### src/rtl/pdu_ctrl_pkg.sv
package pdu_ctrl_pkg;

   typedef enum logic [2:0] {
      ST_MAINS_DOWN  = 3'd0,
      ST_STANDBY     = 3'd1,
      ST_RUN         = 3'd2,
      ST_HALTED      = 3'd3,
      ST_MOTION_HOLD = 3'd4,
      ST_EMERGENCY   = 3'd5
   } pdu_state_e;

   typedef enum logic [3:0] {
      TAP_NONE        = 4'd0,
      TAP_PERM_UP     = 4'd1,
      TAP_SW_RAMP_UP  = 4'd2,
      TAP_SW_DRAIN    = 4'd3,
      TAP_ALL_DRAIN   = 4'd4,
      TAP_ALL_RAMP_UP = 4'd5,
      TAP_MOTOR_UP    = 4'd6,
      TAP_MOTOR_CUT   = 4'd7,
      TAP_ALL_CUT     = 4'd8
   } tap_op_e;

   typedef enum logic [2:0] {
      UC_NONE,
      UC_MAINS_DOWN,
      UC_EMERG,
      UC_FORCE,
      UC_OFF,
      UC_ON,
      UC_MAINS_UP
   } ucmd_e;

   typedef enum logic {
      CB_STOP     = 1'b0,
      CB_CTRL_OFF = 1'b1
   } cb_kind_e;

   typedef struct packed {
      logic pwr_on;
      logic pwr_off;
      logic force_off;
      logic emerg_off;
      logic mains_up;
      logic mains_down;
   } user_cmd_t;

   localparam int unsigned OP_NATIVE_W = 4;

   // operations that take time and are acknowledged by the sequencer
   function automatic logic op_needs_done(tap_op_e op);
      return (op != TAP_NONE) && (op < TAP_MOTOR_CUT);
   endfunction

endpackage

### src/rtl/pdu_cmd_select.sv
module pdu_cmd_select
   import pdu_ctrl_pkg::*;
(
   input  user_cmd_t cmd_i,
   output ucmd_e     sel_o,
   output logic      any_o
);
   always_comb begin
      sel_o = UC_NONE;
      if (cmd_i.mains_down)     sel_o = UC_MAINS_DOWN;
      else if (cmd_i.emerg_off) sel_o = UC_EMERG;
      else if (cmd_i.force_off) sel_o = UC_FORCE;
      else if (cmd_i.pwr_off)   sel_o = UC_OFF;
      else if (cmd_i.pwr_on)    sel_o = UC_ON;
      else if (cmd_i.mains_up)  sel_o = UC_MAINS_UP;
   end

   assign any_o = |cmd_i;
endmodule

### src/rtl/pdu_cb_queue.sv
module pdu_cb_queue
   import pdu_ctrl_pkg::*;
#(
   parameter bit TIE_STOP_FIRST = 1'b1
) (
   input  logic     clk,
   input  logic     rst_n,
   input  logic     push_stop_i,
   input  logic     push_ctrl_i,
   input  logic     pop_i,
   output logic     head_valid_o,
   output cb_kind_e head_kind_o
);
   logic has_stop_q, has_ctrl_q, ctrl_older_q;
   logic head_is_ctrl, pop_stop, pop_ctrl;
   logic stop_kept, ctrl_kept, stop_new, ctrl_new;
   logic tie_ctrl_first, n_older;

   generate
      if (TIE_STOP_FIRST) begin : g_tie_stop
         assign tie_ctrl_first = 1'b0;
      end else begin : g_tie_ctrl
         assign tie_ctrl_first = 1'b1;
      end
   endgenerate

   assign head_is_ctrl = has_ctrl_q & (~has_stop_q | ctrl_older_q);
   assign head_valid_o = has_stop_q | has_ctrl_q;
   assign head_kind_o  = head_is_ctrl ? CB_CTRL_OFF : CB_STOP;

   assign pop_stop  = pop_i & has_stop_q & ~head_is_ctrl;
   assign pop_ctrl  = pop_i & head_is_ctrl;
   assign stop_kept = has_stop_q & ~pop_stop;
   assign ctrl_kept = has_ctrl_q & ~pop_ctrl;
   assign stop_new  = push_stop_i & ~has_stop_q;
   assign ctrl_new  = push_ctrl_i & ~has_ctrl_q;

   always_comb begin
      if (ctrl_kept)      n_older = stop_kept ? ctrl_older_q : 1'b1;
      else if (stop_kept) n_older = 1'b0;
      else                n_older = tie_ctrl_first;
   end

   always_ff @(posedge clk) begin
      if (!rst_n) begin
         has_stop_q   <= 1'b0;
         has_ctrl_q   <= 1'b0;
         ctrl_older_q <= 1'b0;
      end else begin
         has_stop_q   <= stop_kept | stop_new;
         has_ctrl_q   <= ctrl_kept | ctrl_new;
         ctrl_older_q <= n_older;
      end
   end
endmodule

### src/rtl/pdu_mode_fsm.sv
module pdu_mode_fsm
   import pdu_ctrl_pkg::*;
(
   input  logic       clk,
   input  logic       rst_n,
   input  ucmd_e      ucmd_i,
   input  logic       any_cmd_i,
   input  logic       head_valid_i,
   input  cb_kind_e   head_kind_i,
   input  logic       seq_done_i,
   output logic       pop_o,
   output pdu_state_e state_o,
   output tap_op_e    tap_op_o,
   output logic       shutdown_o,
   output logic       restart_o,
   output logic       incl_ctrl_o,
   output logic       busy_o
);
   pdu_state_e state_q, n_state;
   tap_op_e    tap_q, n_tap;
   logic       sd_q, rs_q, incl_q, busy_q;
   logic       n_sd, n_rs, n_incl, n_busy, kill_busy;

   assign pop_o = head_valid_i & ~any_cmd_i & ~busy_q;

   always_comb begin
      n_state   = state_q;
      n_tap     = TAP_NONE;
      n_sd      = 1'b0;
      n_rs      = 1'b0;
      n_incl    = 1'b0;
      kill_busy = 1'b0;
      if (ucmd_i == UC_MAINS_DOWN) begin
         if (state_q != ST_MAINS_DOWN) begin
            n_state   = ST_MAINS_DOWN;
            n_tap     = TAP_ALL_CUT;
            kill_busy = 1'b1;
         end
      end else if (ucmd_i == UC_EMERG) begin
         if (state_q != ST_MAINS_DOWN && state_q != ST_EMERGENCY) begin
            n_state   = ST_EMERGENCY;
            kill_busy = 1'b1;
         end
      end else if (ucmd_i != UC_NONE) begin
         if (!busy_q) begin
            case (state_q)
               ST_MAINS_DOWN: if (ucmd_i == UC_MAINS_UP) begin
                  n_state = ST_STANDBY;  n_tap = TAP_PERM_UP;
               end
               ST_STANDBY: begin
                  if (ucmd_i == UC_ON) begin
                     n_state = ST_RUN;   n_tap = TAP_SW_RAMP_UP;
                  end else if (ucmd_i == UC_FORCE) begin
                     n_state = ST_HALTED; n_tap = TAP_ALL_CUT;
                  end
               end
               ST_RUN, ST_MOTION_HOLD: begin
                  if (ucmd_i == UC_ON) begin
                     if (state_q == ST_RUN) n_rs = 1'b1;
                     else begin
                        n_state = ST_RUN; n_tap = TAP_MOTOR_UP;
                     end
                  end else if (ucmd_i == UC_OFF) begin
                     n_state = ST_STANDBY; n_tap = TAP_SW_DRAIN; n_sd = 1'b1;
                  end else if (ucmd_i == UC_FORCE) begin
                     n_state = ST_HALTED;  n_tap = TAP_ALL_CUT;
                  end
               end
               ST_HALTED, ST_EMERGENCY: if (ucmd_i == UC_ON) begin
                  n_state = ST_RUN;      n_tap = TAP_ALL_RAMP_UP;
               end
               default: ;
            endcase
         end
      end else if (pop_o) begin
         if (head_kind_i == CB_CTRL_OFF) begin
            if (state_q == ST_STANDBY || state_q == ST_RUN ||
                state_q == ST_MOTION_HOLD) begin
               n_state = ST_HALTED; n_tap = TAP_ALL_DRAIN;
               n_sd    = 1'b1;      n_incl = 1'b1;
            end
         end else if (state_q == ST_RUN) begin
            n_state = ST_MOTION_HOLD; n_tap = TAP_MOTOR_CUT;
         end
      end
   end

   always_comb begin
      if (kill_busy)                 n_busy = 1'b0;
      else if (op_needs_done(n_tap)) n_busy = 1'b1;
      else if (seq_done_i)           n_busy = 1'b0;
      else                           n_busy = busy_q;
   end

   always_ff @(posedge clk) begin
      if (!rst_n) begin
         state_q <= ST_MAINS_DOWN;
         tap_q   <= TAP_NONE;
         sd_q    <= 1'b0;
         rs_q    <= 1'b0;
         incl_q  <= 1'b0;
         busy_q  <= 1'b0;
      end else begin
         state_q <= n_state;
         tap_q   <= n_tap;
         sd_q    <= n_sd;
         rs_q    <= n_rs;
         incl_q  <= n_incl;
         busy_q  <= n_busy;
      end
   end

   assign state_o     = state_q;
   assign tap_op_o    = tap_q;
   assign shutdown_o  = sd_q;
   assign restart_o   = rs_q;
   assign incl_ctrl_o = incl_q;
   assign busy_o      = busy_q;
endmodule

### src/rtl/pdu_state_ctrl.sv
module pdu_state_ctrl
   import pdu_ctrl_pkg::*;
#(
   parameter int unsigned TAP_W          = 4,
   parameter bit          TIE_STOP_FIRST = 1'b1
) (
   input  logic             clk,
   input  logic             rst_n,
   input  logic             pwr_on_i,
   input  logic             pwr_off_i,
   input  logic             force_off_i,
   input  logic             emerg_off_i,
   input  logic             mains_up_i,
   input  logic             mains_down_i,
   input  logic             cb_stop_i,
   input  logic             cb_ctrl_off_i,
   input  logic             seq_done_i,
   output logic [TAP_W-1:0] tap_op_o,
   output logic             shutdown_o,
   output logic             restart_o,
   output logic             shutdown_incl_ctrl_o,
   output logic             bus_disconnect_o,
   output logic             busy_o,
   output logic [2:0]       state_o
);
   localparam int unsigned PAD_W = TAP_W - OP_NATIVE_W;

   generate
      if (TAP_W < OP_NATIVE_W) begin : g_bad_tap_w
         $error("TAP_W too narrow for the tap operation codes");
      end
   endgenerate

   user_cmd_t  cmd;
   ucmd_e      ucmd;
   logic       any_cmd, pop, head_valid;
   cb_kind_e   head_kind;
   pdu_state_e mode;
   tap_op_e    op;

   assign cmd = '{pwr_on: pwr_on_i, pwr_off: pwr_off_i, force_off: force_off_i,
                  emerg_off: emerg_off_i, mains_up: mains_up_i,
                  mains_down: mains_down_i};

   pdu_cmd_select u_sel (
      .cmd_i (cmd),
      .sel_o (ucmd),
      .any_o (any_cmd)
   );

   pdu_cb_queue #(.TIE_STOP_FIRST(TIE_STOP_FIRST)) u_queue (
      .clk          (clk),
      .rst_n        (rst_n),
      .push_stop_i  (cb_stop_i),
      .push_ctrl_i  (cb_ctrl_off_i),
      .pop_i        (pop),
      .head_valid_o (head_valid),
      .head_kind_o  (head_kind)
   );

   pdu_mode_fsm u_fsm (
      .clk          (clk),
      .rst_n        (rst_n),
      .ucmd_i       (ucmd),
      .any_cmd_i    (any_cmd),
      .head_valid_i (head_valid),
      .head_kind_i  (head_kind),
      .seq_done_i   (seq_done_i),
      .pop_o        (pop),
      .state_o      (mode),
      .tap_op_o     (op),
      .shutdown_o   (shutdown_o),
      .restart_o    (restart_o),
      .incl_ctrl_o  (shutdown_incl_ctrl_o),
      .busy_o       (busy_o)
   );

   generate
      if (PAD_W == 0) begin : g_op_exact
         assign tap_op_o = op;
      end else begin : g_op_pad
         assign tap_op_o = {{PAD_W{1'b0}}, op};
      end
   endgenerate

   assign state_o          = mode;
   assign bus_disconnect_o = (mode == ST_EMERGENCY);
endmodule

### config.mk
export PLATFORM = sky130hd
export DESIGN_NAME = pdu_state_ctrl
export DESIGN_NICKNAME = d
export VERILOG_FILES = /design/src/rtl/pdu_ctrl_pkg.sv /design/src/rtl/pdu_cmd_select.sv /design/src/rtl/pdu_cb_queue.sv /design/src/rtl/pdu_mode_fsm.sv /design/src/rtl/pdu_state_ctrl.sv
export SDC_FILE = /design/constraint.sdc
export NUM_CORES = 1
export LEC_CHECK = 0
export ABC_AREA = 1
export ABC_CLOCK_PERIOD_IN_PS = 1800
export BUFFER_PORTS_ARGS = -buffer_cell sky130_fd_sc_hd__buf_2
export CAP_MARGIN = 25
export CORE_ASPECT_RATIO = 1.1
export CORE_MARGIN = 3
export CORE_UTILIZATION = 45
export DETAILED_ROUTE_END_ITERATION = 16
export HOLD_SLACK_MARGIN = 0.02
export PLACE_DENSITY = 0.67
export SYNTH_ARGS = -nofsm -noshare
export SYNTH_HDL_FRONTEND = slang
export SYNTH_SLANG_ARGS = --single-unit
### constraint.sdc
create_clock -name clk -period 1.8 [get_ports clk]
set_input_delay 0.18 -clock clk [delete_from_list [all_inputs] [get_ports clk]]
set_output_delay 0.18 -clock clk [all_outputs]
set_load 0.03 [all_outputs]
### Yosys cells after proc, flatten, opt, wreduce, memory -nomap -nowiden

Cells that the tools add are included.

| storage, ports and cells | value |
|---|---|
| ROM bits | 0 |
| memories | 0 |
| bits in latches | 0 |
| input bits | 11 |
| logic and storage cells | 132 |
| bits in registers | 14 |
| memory bits (writable) | 0 |
| output and inout port bits | 12 |

| cells by class | value |
|---|---|
| $lt $le $gt $ge | 1 |
| equal/unequal tests | 20 |
| divide/modulo/power cells | 0 |
| bitwise logic cells | 25 |
| reduce and logical (&&, ||, !) cells | 20 |
| shift-type cells | 0 |
| multiply operators | 0 |
| $add $sub $neg | 0 |
| mux-type cells | 57 |

Operators with widths:

| operator | count |
|---|---|
| $mux 3 | 27 |
| $mux 4 | 11 |
| $mux 1 | 17 |
| $pmux 4 s4 | 1 |
| $eq 3x3->1 const B | 5 |
| $eq 3x2->1 const B | 4 |
| $pmux 3 s4 | 1 |
| $not 1->1 | 11 |
| $and 1x1->1 | 10 |
| $ne 5x3->1 const B | 2 |
| $reduce_and 10->1 | 1 |
| $reduce_bool 4->1 | 2 |
| $ne 7x5->1 const B | 1 |
| $reduce_or 7->1 | 1 |
| $eq 3x1->1 const B | 2 |
| $ne 6x4->1 const B | 1 |
| $reduce_bool 3->1 | 2 |
| $reduce_or 2->1 | 3 |
| $reduce_or 6->1 | 1 |
| $ne 5x1->1 const B | 1 |
| $reduce_bool 5->1 | 1 |
| $lt 4x3->1 const B | 1 |
| $ne 4x4->1 const B | 1 |
| $or 1x1->1 | 4 |
| 10 further kinds | 12 |

### Depth between registers and ports, before layout

| logic depth | value |
|---|---|
| word-level depth | 18 |
| gate-level depth with buffers | 12 |
| gate-level depth less buffers | 12 |

### Cells and area by module

From an unflattened synthesis, not the netlist that was laid out.

| unflattened totals | value |
|---|---|
| cell total of the unflattened synthesis | 194 |
| area, all modules | 1168.6 µm² |

Modules (own cells, without submodules):

| module | area each (µm²) | sequential area each (µm²) | times used | cells an instance |
|---|---|---|---|---|
| pdu_mode_fsm | 947.2 | 220.2 | 1 | 156 |
| pdu_cb_queue | 135.1 | 60.1 | 1 | 20 |
| pdu_cmd_select | 76.3 | 0.0 | 1 | 16 |
| pdu_state_ctrl | 10.0 | 0.0 | 1 | 2 |

### Least setup slack after synthesis

Ideal clock, no wire load.

| timing path | value |
|---|---|
| kind | register to register |
| start point | register u_fsm.state_q[2], in the netlist u_fsm.state_o[2] |
| end point | register u_fsm.state_q[0], in the netlist u_fsm.state_o[0] |
| data required time | 1.734 ns |
| arrival | 1.551 ns |
| setup slack | 0.183 ns |
| cell stages (with the launch flop) | 11 |
| library setup time | 0.066 ns |
| clock period less this slack | 1.617 ns |
| path buffers | 0 |
| cell sequence | dfxtp_1 > inv_1 > nand2_2 > nand2_1 > nor2_2 > nand3_1 > nor2_1 > nor2_2 > nand4_1 > nand2_1 > a21oi_2 |

| on the way | value |
|---|---|
| cells in the longest elaborated chain, start to end | 7 |
| elaborated cells between the ends (all ways) | 27 |
| those cells by class | eq/ne: 13; mux: 5; reduce/logical: 9 |

RTL lines:

| item | line | source |
|---|---|---|
| start, declared | pdu_mode_fsm.sv:19 | `pdu_state_e state_q, n_state;` |
| start signal, assigned | pdu_mode_fsm.sv:104 | `state_q <= n_state;` |
| $eq 3x3->1, or another cell as far along | pdu_mode_fsm.sv:46 | `case (state_q)` |
| $reduce_or 2->1 | pdu_mode_fsm.sv:46 |  |
| $pmux 3 s4 | pdu_mode_fsm.sv:46 |  |
| $mux 3 | pdu_mode_fsm.sv:45 | `if (!busy_q) begin` |
| $mux 3 | pdu_mode_fsm.sv:44 | `end else if (ucmd_i != UC_NONE) begin` |
| $mux 3 | pdu_mode_fsm.sv:39 | `end else if (ucmd_i == UC_EMERG) begin` |
| $mux 3 | pdu_mode_fsm.sv:33 | `if (ucmd_i == UC_MAINS_DOWN) begin` |

Several ways; a longest one is shown, not always the timed one. The select of a mux whose other input is x is not followed.
A chain may end at the register's enable or synchronous reset.

### Worst setup path in the final report

| timing path | value |
|---|---|
| start point | register u_fsm.state_q[0], in the netlist u_fsm.state_o[0] |
| end point | register u_fsm.state_q[0], in the netlist u_fsm.state_o[0] |

| on the way | value |
|---|---|
| cells in the longest elaborated chain, start to end | 8 |
| elaborated cells between the ends (all ways) | 31 |
| those cells by class | eq/ne: 13; mux: 9; reduce/logical: 9 |

RTL lines:

| item | line |
|---|---|
| $mux 3 (3 in series) | -- |
| $pmux 3 s4 | pdu_mode_fsm.sv:46 |
| $mux 3 | pdu_mode_fsm.sv:45 |
| $mux 3 | pdu_mode_fsm.sv:44 |
| $mux 3 | pdu_mode_fsm.sv:39 |
| $mux 3 | pdu_mode_fsm.sv:33 |

Several ways; a longest one is shown, not always the timed one. The select of a mux whose other input is x is not followed.

==> impl_metrics.tcl <==
set metrics [dict create \
    timing.critical_path.slowest_stage_cell "dfxtp_1" \
    yosysSeqAreaShare_pct 26.4 \
    ctsHtreeMaxLevel 1 \
    nets 217 \
    grt_pass1_vias 1032 \
    tritoncts "built" \
    postCtsResizedCells 0 \
    row_count 17 \
    synth_cell_types 25 \
    post_synth_inst_count 177 \
    ir_worst_vdd_uv 448 \
    final.min_clock_period_ns 1.61 \
    max_stage_delay_ns 0.47 \
    timing_worst_slew_pin_value_ns 0.450 \
    worst_setup_path_start_kind "flop" \
    core_area_mm2 0.00213 \
    fin_total_pwr_mw 0.755 \
    tritoncts.num_buffers 3 \
    min_period_over_period_pct 89.4 \
    ffs_latches_synth 14 \
    worst_skew_pair.late_latency_ns 0.28 \
    ios 23 \
    timing.critical_path.to_type "flop" \
    post-place-ws_ns 0.194 \
    mostFrequentLayoutCells "nand2_1 (49), inv_1 (26), buf_2 (22)" \
    cts-root-buf "clkbuf_4" \
    ctsLongestPathBuffers 2 \
    cp.arrival_ns 1.83 \
    multi_input_comb_area_um2 673 \
    cellPowerDensity_mw_per_mm2 599 \
    seqCellArea_um2 280 \
    syn_avg_cell_area_um2 6.00 \
    synth.area.top_cells "dfxtp_1 (26%), nand2_1 (17%), nand3_1 (9.9%), inv_1 (9.2%), nor2_1 (7.1%)" \
    insertedDiodeCount 0 \
    detail_route.iter0.violations 83 \
    route.detailed.drc 0 \
    grt_first_pass_wirelength_um 4600 \
    drt-wirelength-per-cell_um 12.0 \
    cts.sink_count 14 \
    final_layout_size_suffix_gt1_share_pct 25.4 \
    rr_worst_depth 10 \
    clkSlewWorstSetupHoldPaths_ns 0.08 \
    rsz0062_at_grt "false" \
    grt_util_all_layers_pct 20.0 \
    number_of_routed_nets_with_antenna_violations 0 \
    drtPass1Iterations 5 \
    synth_warnings 0 \
    synthesis.nets 188 \
    finalSetupTns_ns 0 \
    dieHeight_um 57.0 \
    max_slew_violation_total_from_the_final_report 0 \
    gp_congestion 0.991 \
    timing.final.hold_violations 0 \
    finalSetupViolations 0 \
    path_max_fanout 7 \
    mostFrequentLayoutCell "nand2_1" \
    routed_via_density 5.20 \
    leakagePower_nw 0.662 \
    setup.worst_path.class "reg -> reg" \
    post_cts.repair.setup_buffers 0 \
    netlist_area_mm2 0.00106 \
    min_setup_slack_post_route_ns 0.192 \
    clock.fmax_ghz 0.622 \
    timing.critical_path.required_ns 2.02 \
    cpMostUsedCell "nand3_1" \
    number_of_antenna_violations_at_the_first_check_in_global_routing 0 \
    initial_utilization_pct 49.9 \
    detailroute.via_count 1211 \
    synth.largest_area_cell "dfxtp_1" \
    flow.area_growth_from_synthesis_pct 18.5 \
    total_of_buffers_placed_on_input_and_output_ports 22 \
    timing.max_cap.violations 0 \
    max-slew-margin-rel_pct 70.0 \
    worst_hold_check_path_type "in -> reg" \
    outcome "finished, final reports clean" \
    final.fill_count 215 \
    die_w_um 52.3 \
    die_area_mm2 0.00298 \
    synthDominantCellAreaShare_pct 26.4 \
    dp_hpwl_um 2260 \
    min_path_cells 3 \
    routed_wl_um 2800 \
    globalRouteOverflowTotal 0 \
    crit_chain "inv_1 > nand3_1 > inv_1 > nand2_2 > inv_2 > nor2_2 > nand3_1 > nor2_2 > nand3_1 > a21oi_2" \
    holdBufCountCts 0 \
    grt_max_degree 9 \
    timing.clock.skew_ns 0.00201 \
]
-- cell usage after synthesis --
cell type   n
nand3_2     1
nand2_2     5
inv_1      26
nor2_2      6
dfxtp_1    14
or2_2       1
nand2_4     1
o221ai_1    2
o211ai_1    1
nand3_1    21
nand4_2     1
o21ai_1     1
a21oi_1     7
o21ai_0     4
nor3_4      1
o21a_1      1
nand4_1     3
nor2_1     20
nor3_1      3
o21ai_2     1
a311oi_1    1
nand2_1    49
nor2_4      2
inv_2       3
a21oi_2     2
-- final timing paths --
kind	from	end	slack [ns]
worst min-delay path	cb_ctrl_off_i	u_queue.has_ctrl_q	0.16
worst max-delay path	u_fsm.state_o[0]	u_fsm.state_o[0]	0.19
worst max register to register	u_fsm.state_o[0]	u_fsm.state_o[0]	0.19
worst min register to register	u_queue.ctrl_older_q	u_queue.ctrl_older_q	0.48
-- power by group --
group,total [mW],switching (mW),internal [mW]
sequential,0.331,0.0112,0.320
combinational,0.200,0.136,0.0640
clock,0.224,0.101,0.123
total,0.755,0.248,0.507
-- per-layer routing --
layer	vias to the layer above	track usage (%)	part of all wire (%)
met1	523	28.9	45
li1	625	-	-
met4	0	3.28	0.82
met5	-	0	0
met2	59	30.5	45
met3	4	4.96	8.6
-- critical path, delay by kind of cell, from the launching register on --
kind                   cells  cell delay [ns]
flip-flops                 1             0.47
AO/OA/AOI/OAI              1             0.12
buffers and inverters      3             0.28
AND/OR/NAND/NOR            6             0.68
-- sequential cells by signal (all words and copies together), names as in the netlist --
signal / flops
u_fsm.tap_op_o: 4
u_fsm.state_o: 3
u_fsm.busy_o: 1
u_fsm.incl_ctrl_o: 1
u_fsm.restart_o: 1
u_fsm.shutdown_o: 1
u_queue.ctrl_older_q: 1
u_queue.has_ctrl_q: 1
u_queue.has_stop_q: 1
-- final cells by class --
cell class	count	share of cell area, %
Inverter	29	8.65
Sequential cell	14	22.3
Tap cell	28	2.78
Clock buffer	4	2.88
Timing Repair Buffer	24	9.94
Multi-Input combinational cell	134	53.5
-- metrics by stage --
step	util (%)	area (um2)	hold slack, ns	cells
after floorplan	-	1060	0.312	177
after global placement	57.5	1220	0.443	229
after detailed placement	57.5	1220	0.445	229
after CTS	59.2	1260	0.153	233
after global routing	59.2	1260	0.175	233
final	59.2	1260	0.155	233
-- kinds of logic (layout without fill, tap and decap cells) --
family	after synthesis	after routing	synth area share, %
AO/OA/AOI/OAI	20	20	12.0
buffers and inverters	29	57	10.2
flip-flops	14	14	26.4
AND/OR/NAND/NOR	114	114	51.4
Note: power is estimated with default switching activity, not from simulation.
